[src/rtl/evt_agg_pkg.sv]
package evt_agg_pkg;

    localparam int NUM_MAC_ERR = 7;
    localparam int NUM_DMA_ERR = 3;
    localparam int NUM_CNT     = 5;
    localparam int NIB_W       = 4;

    localparam int OVF_LO  = NUM_MAC_ERR + NUM_DMA_ERR;
    localparam int TXD_BIT = OVF_LO + NUM_CNT;
    localparam int RXD_BIT = TXD_BIT + 1;
    localparam int STAT_W  = RXD_BIT + 1;

    localparam int RX_MASK_W  = 1;
    localparam int TX_MASK_W  = NUM_DMA_ERR + 1;
    localparam int MAC_MASK_W = NUM_MAC_ERR + NUM_CNT;

    localparam int NIB_ERR = 0;
    localparam int NIB_TX  = 1;
    localparam int NIB_RX  = 2;
    localparam int NIB_OVF = 3;

    typedef enum logic [1:0] {
        REG_CAUSE = 2'd0,
        REG_RXM   = 2'd1,
        REG_TXM   = 2'd2,
        REG_MACM  = 2'd3
    } reg_sel_e;

    // same bit order as the cause register
    typedef struct packed {
        logic                   rx_done;
        logic                   tx_done;
        logic [NUM_CNT-1:0]     cnt_inc;
        logic [NUM_DMA_ERR-1:0] dma_err;
        logic [NUM_MAC_ERR-1:0] mac_err;
    } chan_ev_t;

    // expand the three mask fields onto cause-bit positions
    function automatic logic [STAT_W-1:0] mask_vec(
        input logic [RX_MASK_W-1:0]  rxm,
        input logic [TX_MASK_W-1:0]  txm,
        input logic [MAC_MASK_W-1:0] macm
    );
        return {rxm[0], txm[TX_MASK_W-1],
                macm[MAC_MASK_W-1:NUM_MAC_ERR],
                txm[NUM_DMA_ERR-1:0],
                macm[NUM_MAC_ERR-1:0]};
    endfunction

    function automatic logic [NIB_W-1:0] summarize(input logic [STAT_W-1:0] unm);
        logic [NIB_W-1:0] n;
        n[NIB_ERR] = |unm[OVF_LO-1:0];
        n[NIB_TX]  = unm[TXD_BIT];
        n[NIB_RX]  = unm[RXD_BIT];
        n[NIB_OVF] = |unm[TXD_BIT-1:OVF_LO];
        return n;
    endfunction

endpackage

[src/rtl/evt_wrap_counter.sv]
module evt_wrap_counter #(
    parameter int CNT_W = 8
) (
    input  logic clk,
    input  logic rst,
    input  logic inc,
    output logic wrap
);
    localparam logic [CNT_W-1:0] CNT_MAX = '1;

    logic [CNT_W-1:0] cnt_q;

    // wrap back to zero is what restarts the count after an overflow
    always_ff @(posedge clk) begin
        if (rst)
            cnt_q <= '0;
        else if (inc)
            cnt_q <= cnt_q + 1'b1;
    end

    assign wrap = inc && (cnt_q == CNT_MAX);
endmodule

[src/rtl/evt_chan_cause.sv]
module evt_chan_cause
    import evt_agg_pkg::*;
#(
    parameter int CNT_W = 8
) (
    input  logic                  clk,
    input  logic                  rst,
    input  chan_ev_t              ev,
    input  logic                  clr,
    input  logic                  wr_rxm,
    input  logic                  wr_txm,
    input  logic                  wr_macm,
    input  logic [MAC_MASK_W-1:0] wdata,
    output logic [STAT_W-1:0]     cause,
    output logic [RX_MASK_W-1:0]  rxm,
    output logic [TX_MASK_W-1:0]  txm,
    output logic [MAC_MASK_W-1:0] macm,
    output logic [NIB_W-1:0]      nib
);
    logic [NUM_CNT-1:0] wrap;
    logic [STAT_W-1:0]  set_vec;
    logic [STAT_W-1:0]  cause_q;
    logic [RX_MASK_W-1:0]  rxm_q;
    logic [TX_MASK_W-1:0]  txm_q;
    logic [MAC_MASK_W-1:0] macm_q;

    for (genvar i = 0; i < NUM_CNT; i++) begin : g_cnt
        evt_wrap_counter #(.CNT_W(CNT_W)) u_cnt (
            .clk  (clk),
            .rst  (rst),
            .inc  (ev.cnt_inc[i]),
            .wrap (wrap[i])
        );
    end

    assign set_vec = {ev.rx_done, ev.tx_done, wrap, ev.dma_err, ev.mac_err};

    // clear-on-read first, then merge this cycle's events so none is lost
    always_ff @(posedge clk) begin
        if (rst)
            cause_q <= '0;
        else
            cause_q <= (clr ? '0 : cause_q) | set_vec;
    end

    always_ff @(posedge clk) begin
        if (rst) begin
            rxm_q  <= '0;
            txm_q  <= '0;
            macm_q <= '0;
        end else begin
            if (wr_rxm)  rxm_q  <= wdata[RX_MASK_W-1:0];
            if (wr_txm)  txm_q  <= wdata[TX_MASK_W-1:0];
            if (wr_macm) macm_q <= wdata;
        end
    end

    assign cause = cause_q;
    assign rxm   = rxm_q;
    assign txm   = txm_q;
    assign macm  = macm_q;
    assign nib   = summarize(cause_q & ~mask_vec(rxm_q, txm_q, macm_q));
endmodule

[src/rtl/evt_host_port.sv]
module evt_host_port
    import evt_agg_pkg::*;
#(
    parameter int NUM_CH = 4,
    parameter int DATA_W = 32,
    parameter int CH_W   = 2,
    parameter int ADDR_W = 5
) (
    input  logic                                clk,
    input  logic                                rst,
    input  logic                                host_rd,
    input  logic                                host_wr,
    input  logic [ADDR_W-1:0]                   host_addr,
    input  logic [NUM_CH-1:0][STAT_W-1:0]       cause_all,
    input  logic [NUM_CH-1:0][RX_MASK_W-1:0]    rxm_all,
    input  logic [NUM_CH-1:0][TX_MASK_W-1:0]    txm_all,
    input  logic [NUM_CH-1:0][MAC_MASK_W-1:0]   macm_all,
    input  logic [NUM_CH*NIB_W-1:0]             glob,
    output logic [DATA_W-1:0]                   host_rdata,
    output logic [NUM_CH-1:0]                   clr_all,
    output logic [NUM_CH-1:0]                   wr_rxm,
    output logic [NUM_CH-1:0]                   wr_txm,
    output logic [NUM_CH-1:0]                   wr_macm
);
    localparam logic [CH_W:0] NUM_CH_V = (CH_W+1)'(NUM_CH);

    logic            is_glob;
    logic [CH_W-1:0] sel_ch;
    reg_sel_e        sel_reg;
    logic            ch_ok;
    logic [DATA_W-1:0] rd_mux;
    logic [DATA_W-1:0] rdata_q;

    assign is_glob = host_addr[ADDR_W-1];
    assign sel_ch  = host_addr[CH_W+1:2];
    assign sel_reg = reg_sel_e'(host_addr[1:0]);
    assign ch_ok   = !is_glob && ({1'b0, sel_ch} < NUM_CH_V);

    for (genvar c = 0; c < NUM_CH; c++) begin : g_dec
        logic hit;
        assign hit        = ch_ok && (sel_ch == CH_W'(c));
        assign clr_all[c] = host_rd && hit && (sel_reg == REG_CAUSE);
        assign wr_rxm[c]  = host_wr && hit && (sel_reg == REG_RXM);
        assign wr_txm[c]  = host_wr && hit && (sel_reg == REG_TXM);
        assign wr_macm[c] = host_wr && hit && (sel_reg == REG_MACM);
    end

    always_comb begin
        rd_mux = '0;
        if (is_glob) begin
            rd_mux = DATA_W'(glob);
        end else if (ch_ok) begin
            case (sel_reg)
                REG_CAUSE: rd_mux = DATA_W'(cause_all[sel_ch]);
                REG_RXM:   rd_mux = DATA_W'(rxm_all[sel_ch]);
                REG_TXM:   rd_mux = DATA_W'(txm_all[sel_ch]);
                REG_MACM:  rd_mux = DATA_W'(macm_all[sel_ch]);
                default:   rd_mux = '0;
            endcase
        end
    end

    always_ff @(posedge clk) begin
        if (rst)
            rdata_q <= '0;
        else
            rdata_q <= host_rd ? rd_mux : '0;
    end

    assign host_rdata = rdata_q;
endmodule

[src/rtl/chan_irq_aggregator.sv]
module chan_irq_aggregator
    import evt_agg_pkg::*;
#(
    parameter  int NUM_CH = 4,
    parameter  int CNT_W  = 8,
    parameter  int DATA_W = 32,
    localparam int CH_W   = (NUM_CH > 1) ? $clog2(NUM_CH) : 1,
    localparam int ADDR_W = CH_W + 3
) (
    input  logic                          clk,
    input  logic                          rst,
    input  logic [NUM_CH*NUM_MAC_ERR-1:0] ev_mac_err,
    input  logic [NUM_CH*NUM_DMA_ERR-1:0] ev_dma_err,
    input  logic [NUM_CH*NUM_CNT-1:0]     ev_cnt_inc,
    input  logic [NUM_CH-1:0]             ev_tx_done,
    input  logic [NUM_CH-1:0]             ev_rx_done,
    input  logic                          host_rd,
    input  logic                          host_wr,
    input  logic [ADDR_W-1:0]             host_addr,
    input  logic [DATA_W-1:0]             host_wdata,
    output logic [DATA_W-1:0]             host_rdata,
    output logic                          irq
);
    logic [NUM_CH-1:0][STAT_W-1:0]     cause_all;
    logic [NUM_CH-1:0][RX_MASK_W-1:0]  rxm_all;
    logic [NUM_CH-1:0][TX_MASK_W-1:0]  txm_all;
    logic [NUM_CH-1:0][MAC_MASK_W-1:0] macm_all;
    logic [NUM_CH-1:0][NIB_W-1:0]      nib_all;
    logic [NUM_CH*NIB_W-1:0]           glob_w;
    logic [NUM_CH-1:0] clr_all, wr_rxm, wr_txm, wr_macm;
    logic unused_wdata_hi;

    assign unused_wdata_hi = ^host_wdata[DATA_W-1:MAC_MASK_W];

    for (genvar c = 0; c < NUM_CH; c++) begin : g_ch
        chan_ev_t ev_c;
        assign ev_c.mac_err = ev_mac_err[c*NUM_MAC_ERR +: NUM_MAC_ERR];
        assign ev_c.dma_err = ev_dma_err[c*NUM_DMA_ERR +: NUM_DMA_ERR];
        assign ev_c.cnt_inc = ev_cnt_inc[c*NUM_CNT +: NUM_CNT];
        assign ev_c.tx_done = ev_tx_done[c];
        assign ev_c.rx_done = ev_rx_done[c];

        evt_chan_cause #(.CNT_W(CNT_W)) u_cause (
            .clk     (clk),
            .rst     (rst),
            .ev      (ev_c),
            .clr     (clr_all[c]),
            .wr_rxm  (wr_rxm[c]),
            .wr_txm  (wr_txm[c]),
            .wr_macm (wr_macm[c]),
            .wdata   (host_wdata[MAC_MASK_W-1:0]),
            .cause   (cause_all[c]),
            .rxm     (rxm_all[c]),
            .txm     (txm_all[c]),
            .macm    (macm_all[c]),
            .nib     (nib_all[c])
        );
    end

    // channel c lands at bits [4c+3:4c]
    assign glob_w = nib_all;
    assign irq    = |glob_w;

    evt_host_port #(
        .NUM_CH (NUM_CH),
        .DATA_W (DATA_W),
        .CH_W   (CH_W),
        .ADDR_W (ADDR_W)
    ) u_host (
        .clk        (clk),
        .rst        (rst),
        .host_rd    (host_rd),
        .host_wr    (host_wr),
        .host_addr  (host_addr),
        .cause_all  (cause_all),
        .rxm_all    (rxm_all),
        .txm_all    (txm_all),
        .macm_all   (macm_all),
        .glob       (glob_w),
        .host_rdata (host_rdata),
        .clr_all    (clr_all),
        .wr_rxm     (wr_rxm),
        .wr_txm     (wr_txm),
        .wr_macm    (wr_macm)
    );
endmodule

[config.mk]
export PLATFORM = sky130hd
export DESIGN_NAME = chan_irq_aggregator
export DESIGN_NICKNAME = d
export VERILOG_FILES = /design/src/rtl/evt_agg_pkg.sv /design/src/rtl/evt_wrap_counter.sv /design/src/rtl/evt_chan_cause.sv /design/src/rtl/evt_host_port.sv /design/src/rtl/chan_irq_aggregator.sv
export SDC_FILE = /design/constraint.sdc
export NUM_CORES = 1
export LEC_CHECK = 0
export CAP_MARGIN = 20
export CELL_PAD_IN_SITES_DETAIL_PLACEMENT = 0
export CELL_PAD_IN_SITES_GLOBAL_PLACEMENT = 1
export CORE_ASPECT_RATIO = 1.75
export CORE_MARGIN = 8
export CORE_UTILIZATION = 33
export CTS_CLUSTER_DIAMETER = 40
export CTS_CLUSTER_SIZE = 30
export DETAILED_ROUTE_END_ITERATION = 8
export PLACE_DENSITY_LB_ADDON = 0.08
export SYNTH_ARGS = -nofsm -noshare
export SYNTH_HDL_FRONTEND = slang
export SYNTH_SLANG_ARGS = --single-unit
[constraint.sdc]
create_clock -name clk -period 2 [get_ports clk]
set_clock_uncertainty 0.1 [all_clocks]
set_input_delay 0.4 -clock clk [delete_from_list [all_inputs] [get_ports clk]]
set_output_delay 0.4 -clock clk [all_outputs]
set_load 0.01 [all_outputs]
# [After elaboration in Yosys (flattened, before gate mapping)]
# Cells that the tools add are included.
[totals] register_bits=328 inputBits=109 out_inout_bits=33 word_cells=174
[classes] n_addsub=20 order_cmp=1 n_eq_ne=26 n_mux=14 bitwise=13 n_reduce_logical=62
[op_table] operator="adder 8 x 1 -> 8 bit, second input constant" n=20
[op_table] operator="== test 8 bit, second input constant" n=20
[op_table] operator="one-hot mux 32 bit (4 select lines)" n=1
[op_table] operator="2-to-1 mux 17 bit" n=5
[op_table] operator="bitwise AND 17 bit" n=4
[op_table] operator="NOT 17 bit" n=4
[op_table] operator="bitwise OR 17 bit" n=4
[op_table] operator="OR reduction 68 bit" n=1
[op_table] operator="logical AND 1 bit" n=48
[op_table] operator="OR reduction 10 bit" n=4
[op_table] operator="binary-select mux 17 bit (select 2 bit)" n=1
[op_table] operator="binary-select mux 12 bit (select 2 bit)" n=1
[op_table] operator="OR reduction 5 bit" n=4
[op_table] operator="2-to-1 mux 16 bit" n=1
[op_table] operator="2-to-1 mux 12 bit" n=1
[op_table] operator="binary-select mux 4 bit (select 2 bit)" n=1
[op_table] operator="== test 2 bit, second input constant" n=4
[op_table] operator="== test 2 x 1 -> 1 bit, second input constant" n=2
[op_table] operator="zero test 2 bit" n=2
[op_table] operator="2-to-1 mux 4 bit" n=1
[op_table] operator="less-than comparator 2 x 3 -> 1 bit, second input constant" n=1
[op_table] operator="OR reduction 3 bit" n=1
[op_table] operator="binary-select mux 1 bit (select 2 bit)" n=1
[op_table] operator="OR reduction 2 bit" n=1
[op_table] operator="other kinds (3)" n=3

# [Logic depth before layout (Yosys ltp)]
[depth] depth_word=6 mapped_depth=8 mapped_depth_nobuf=6

# [Hierarchy]
# From an unflattened synthesis, not the netlist that was laid out.
[hier_totals] hier_cells=1495 hier_area_um2=13914.6
[modules_own_cells] module="evt_wrap_counter" n_inst=20 cells_each=39 area_per_inst_um2=354.1 seq_area_each_um2=160.2
[modules_own_cells] module="evt_chan_cause" n_inst=4 cells_each=134 area_per_inst_um2=1231.2 seq_area_each_um2=680.7
[modules_own_cells] module="evt_host_port" n_inst=1 cells_each=174 area_per_inst_um2=1876.8 seq_area_each_um2=340.3
[modules_own_cells] module="chan_irq_aggregator" n_inst=1 cells_each=5 area_per_inst_um2=31.3 seq_area_each_um2=0.0

# [Worst setup path after synthesis]
# Ideal clock, no wire load.
[synth_timing] path_kind="reg-to-output" startpoint="reg g_ch[0].u_cause.macm_q[11]" endpoint="out irq" arrival_ns=1.253 required_ns=1.500 setup_slack_ns=0.247 path_stages_with_launch=6 n_path_buf=0 cell_sequence="dfxtp_1 inv_1 a222oi_1 o221ai_1 nor4_1 nand4_1"
[synth_between] elab_chain_cells=3
[synth_lines] element="start, declared" line="evt_chan_cause.sv:25" text="logic [MAC_MASK_W-1:0] macm_q;"
[synth_lines] element="start signal, assigned" line="evt_chan_cause.sv:54" text="if (wr_macm) macm_q <= wdata;"
[synth_lines] element="NOT 17 bit" line="evt_chan_cause.sv:62" text="assign nib = summarize(cause_q & ~mask_vec(rxm_q, txm_q, macm_q));"
[synth_lines] element="bitwise AND 17 bit" line="evt_chan_cause.sv:62"
[synth_lines] element="OR reduction 68 bit" line="chan_irq_aggregator.sv:62" text="assign irq = |glob_w;"
[synth_lines] element="end, declared" line="chan_irq_aggregator.sv:22" text="output logic irq"
# Every way passes these cells.

# [Worst setup path in the final report]
[layout_timing] startpoint="reg g_ch[3].u_cause.macm_q[6]" endpoint="out irq"
[layout_between] elab_chain_cells=3
[layout_lines] element="start, declared" line="evt_chan_cause.sv:25"
[layout_lines] element="start signal, assigned" line="evt_chan_cause.sv:54"
[layout_lines] element="NOT 17 bit" line="evt_chan_cause.sv:62"
[layout_lines] element="bitwise AND 17 bit" line="evt_chan_cause.sv:62"
[layout_lines] element="OR reduction 68 bit" line="chan_irq_aggregator.sv:62"
# Every way passes these cells.

==> impl_metrics.env <==
export IMPL_outcome="finished with violations"
export IMPL_violations="negative setup slack"
export IMPL_drc=0
export IMPL_vdd_ir_drop_max_mv=0.601
export IMPL_ys_ff_latch=313
export IMPL_hold_viol=0
export IMPL_maxSlewViolCount=0
export IMPL_core_area_sq_um=40700
export IMPL_path_delay_family="simple AND/OR/NAND/NOR gates"
export IMPL_gr_total_overflow=0
export IMPL_tightest_slew_ns=0.528
export IMPL_first_pass_iters=7
export IMPL_final_nets=1957
export IMPL_io_pins=142
export IMPL_fmax_ghz=0.375
export IMPL_rr_startpoint="g_ch[0].u_cause.macm[11]"
export IMPL_yosysWarnings=0
export IMPL_fin_crit_sh=1.33
export IMPL_cp_start_kind="register"
export IMPL_cts_root_buffer="clkbuf_16"
export IMPL_synth_area_leader_cell="dfxtp_1"
export IMPL_hpwl_mm=33.6
export IMPL_setup_worst_path_end="irq"
export IMPL_cts_max_level=2
export IMPL_routed_wl_mm=44.1
export IMPL_die_w_um=169
export IMPL_layout_commonest_cell="dfxtp_1"
export IMPL_setup_slack_ns=-0.664
export IMPL_antenna_left=0
export IMPL_hold_path_class="input port to register"
export IMPL_r2r_cells=9
export IMPL_arrival_ns=2.16
export IMPL_place_congestion=0.873
export IMPL_synth_avg_cell_area_sq_um=8.95
export IMPL_cp_data_required_time_ns=1.50
export IMPL_rows=98
export IMPL_critPathBufInv=2
export IMPL_post_place_ws_ns=-0.539
export IMPL_ys_seq_area_frac=0.461
export IMPL_clock_sinks=313
export IMPL_vias=11800
export IMPL_finalCriticalPeriod_ns=2.66
export IMPL_design_area_sq_um=18300
export IMPL_rsz0062_at_grt="true"
export IMPL_startpoint="g_ch[3].u_cause.macm[6]"
export IMPL_routed_via_density=4.90
export IMPL_critPathMaxFanout=2
export IMPL_synth_area_sq_um=13600
export IMPL_relSlewSlack=0.648
export IMPL_final_cell_mix="312 x dfxtp_1, 241 x nor2_1, 233 x buf_4"
export IMPL_p_per_area_nw_per_um2=850
export IMPL_power_static_leakage_nw=7.08
export IMPL_die_h_um=284
export IMPL_slowest_stage="dfxtp_1"
export IMPL_initial_core_util=0.334
export IMPL_synth_edf_count=0
export IMPL_grt_use_total=0.183
export IMPL_ys_flop_type="dfxtp_1"
export IMPL_utilization=0.450
export IMPL_clk_pin_slew_ns=0.07
export IMPL_final_cells=2412
export IMPL_area_delta_synth_final_pct=34.9
export IMPL_cts_made_buffers=41
export IMPL_clk_latency_ns=0.55
export IMPL_first_iter_violations=521
export IMPL_grt_pass1_wl_mm=68.5
export IMPL_crit_chain="nand2b_1 > o2111ai_1 > nor4_1 > buf_4 > and3_1 > nand4_1 > buf_2"
export IMPL_clockBufferDepth=3
export IMPL_reg2reg_to="u_host.host_rdata[3]"
export IMPL_cap_violations=0
export IMPL_path_class="register to primary output"
export IMPL_critical_path_depth=7
export IMPL_wl_per_cell_um=18.3
export IMPL_layout_drive_gt1_share=0.198
export IMPL_cp_end_kind="primary output"
export IMPL_yosys_cell_types_count=49
export IMPL_reg2reg_slack_ns=0.14
export IMPL_grt_pass1_vias=12000
export IMPL_cts_tree="yes"
export IMPL_place_area_sq_um=16800
export IMPL_synthCells=1518
export IMPL_yosys_area_top_type_share=0.461
export IMPL_max_stage_delay_ns=0.32
export IMPL_synth_area_leaders="dfxtp_1 46%, nor2_1 6.7%, a21oi_1 5.6%"
export IMPL_die_area_sq_um=48200
export IMPL_antenna_found_initial=2
export IMPL_grt_max_degree=121
export IMPL_setup_viol=1
export IMPL_synthArstFlopShare=0
export IMPL_hold_ws_ns=0.248
export IMPL_dp_cells=2332
export IMPL_port_buffers=106
## worst min-delay path: stages
cell    delay, ns
buf_8        0.12
buf_12       0.20
nor2_1       0.13
## layer usage
layer,vias to the layer above,GRT usage,share of wire
met1,5554,0.204,0.39
li1,5879,-,-
met4,0,0.0955,0.050
met3,93,0.0344,0.048
met5,-,0,0
met2,285,0.325,0.51
## repair_timing
item	4_1_cts	5_1_grt
gates resized for setup	18	3
endpoints found under the setup margin	1	2
hold buffers	0	0
pin swaps	5	3
buffers inserted	10	1
## flip-flops by register name, summed over array words and instances (netlist names)
signal                          flops
g_ch.u_cause.macm                  48
g_ch.u_cause.cause                 68
g_ch.u_cause.txm                   16
g_ch.u_cause.rxm                    4
u_host.host_rdata                  17
g_ch.u_cause.g_cnt.u_cnt.cnt_q    160
## final cells by class
class,instances,area [sq um]
Antenna cell,3,7.51
Clock buffer,49,1090
Clock inverter,25,335
Fill cell,4093,22400
Inverter,50,188
Multi-Input combinational cell,1068,6690
Sequential cell,313,6270
Tap cell,550,688
Timing Repair Buffer,354,3070
## metrics by stage
stage	total power [mW]	setup TNS (ns)
2_1_floorplan	7.33	0
3_3_place_gp	8.01	-22.53
3_5_place_dp	8.02	-22.81
4_1_cts	15.8	-1.26
5_1_grt	16.2	-0.787
6_report	15.6	-0.664
## cells by family after synthesis
| group | after synthesis | synth area share |
|---|---|---|
| and+or+nand+nor | 600 | 0.210 |
| DFF | 313 | 0.461 |
| AOI/OAI and AO/OA | 252 | 0.107 |
| buffers and inverters | 151 | 0.0533 |
| xor gates and xnor gates | 102 | 0.0657 |
| muxes | 79 | 0.0845 |
| adders and majority gates | 20 | 0.0184 |
| other | 1 | 0.000276 |
## cells in the mapped netlist (4+ instances only)
library cell,instances
mux4_2,26
and3_1,9
xnor2_1,32
nor2b_1,15
dfxtp_1,313
or3_1,38
nor2_1,241
buf_4,25
o22ai_1,13
a222oi_1,4
clkbuf_1,56
inv_1,50
a211oi_1,6
a32oi_1,12
o21ai_0,38
xor2_1,70
mux2i_1,51
nor4_1,7
nand2b_1,12
buf_2,13
nand4_1,61
o221ai_1,4
buf_6,4
a22oi_1,14
nand2_1,125
a21oi_1,151
ha_1,20
nand3_1,76
## where the power goes
group	internal, mW	total, mW	leakage, nW	switching [mW]
Sequential	6.42	6.54	2.55	0.121
Combinational	0.669	1.35	3.85	0.676
Clock	4.73	7.71	0.681	2.98
Total	11.8	15.6	7.08	3.78
## worst min path at each step
stage | startpoint | cells after the start | slack, ns | endpoint
floorplan | g_ch[1].u_cause.txm[1] | 2 | 0.34 | g_ch[1].u_cause.txm[1]
global placement | g_ch[1].u_cause.g_cnt[0].u_cnt.cnt_q[7] | 2 | 0.37 | g_ch[1].u_cause.g_cnt[0].u_cnt.cnt_q[7]
detailed placement | g_ch[0].u_cause.cause[0] | 2 | 0.37 | g_ch[0].u_cause.cause[0]
CTS | rst | 3 | 0.27 | g_ch[3].u_cause.g_cnt[4].u_cnt.cnt_q[6]
global route | rst | 3 | 0.27 | g_ch[3].u_cause.cause[14]
finish | rst | 3 | 0.25 | g_ch[3].u_cause.g_cnt[4].u_cnt.cnt_q[6]
Power figures use the tool's default switching activity.
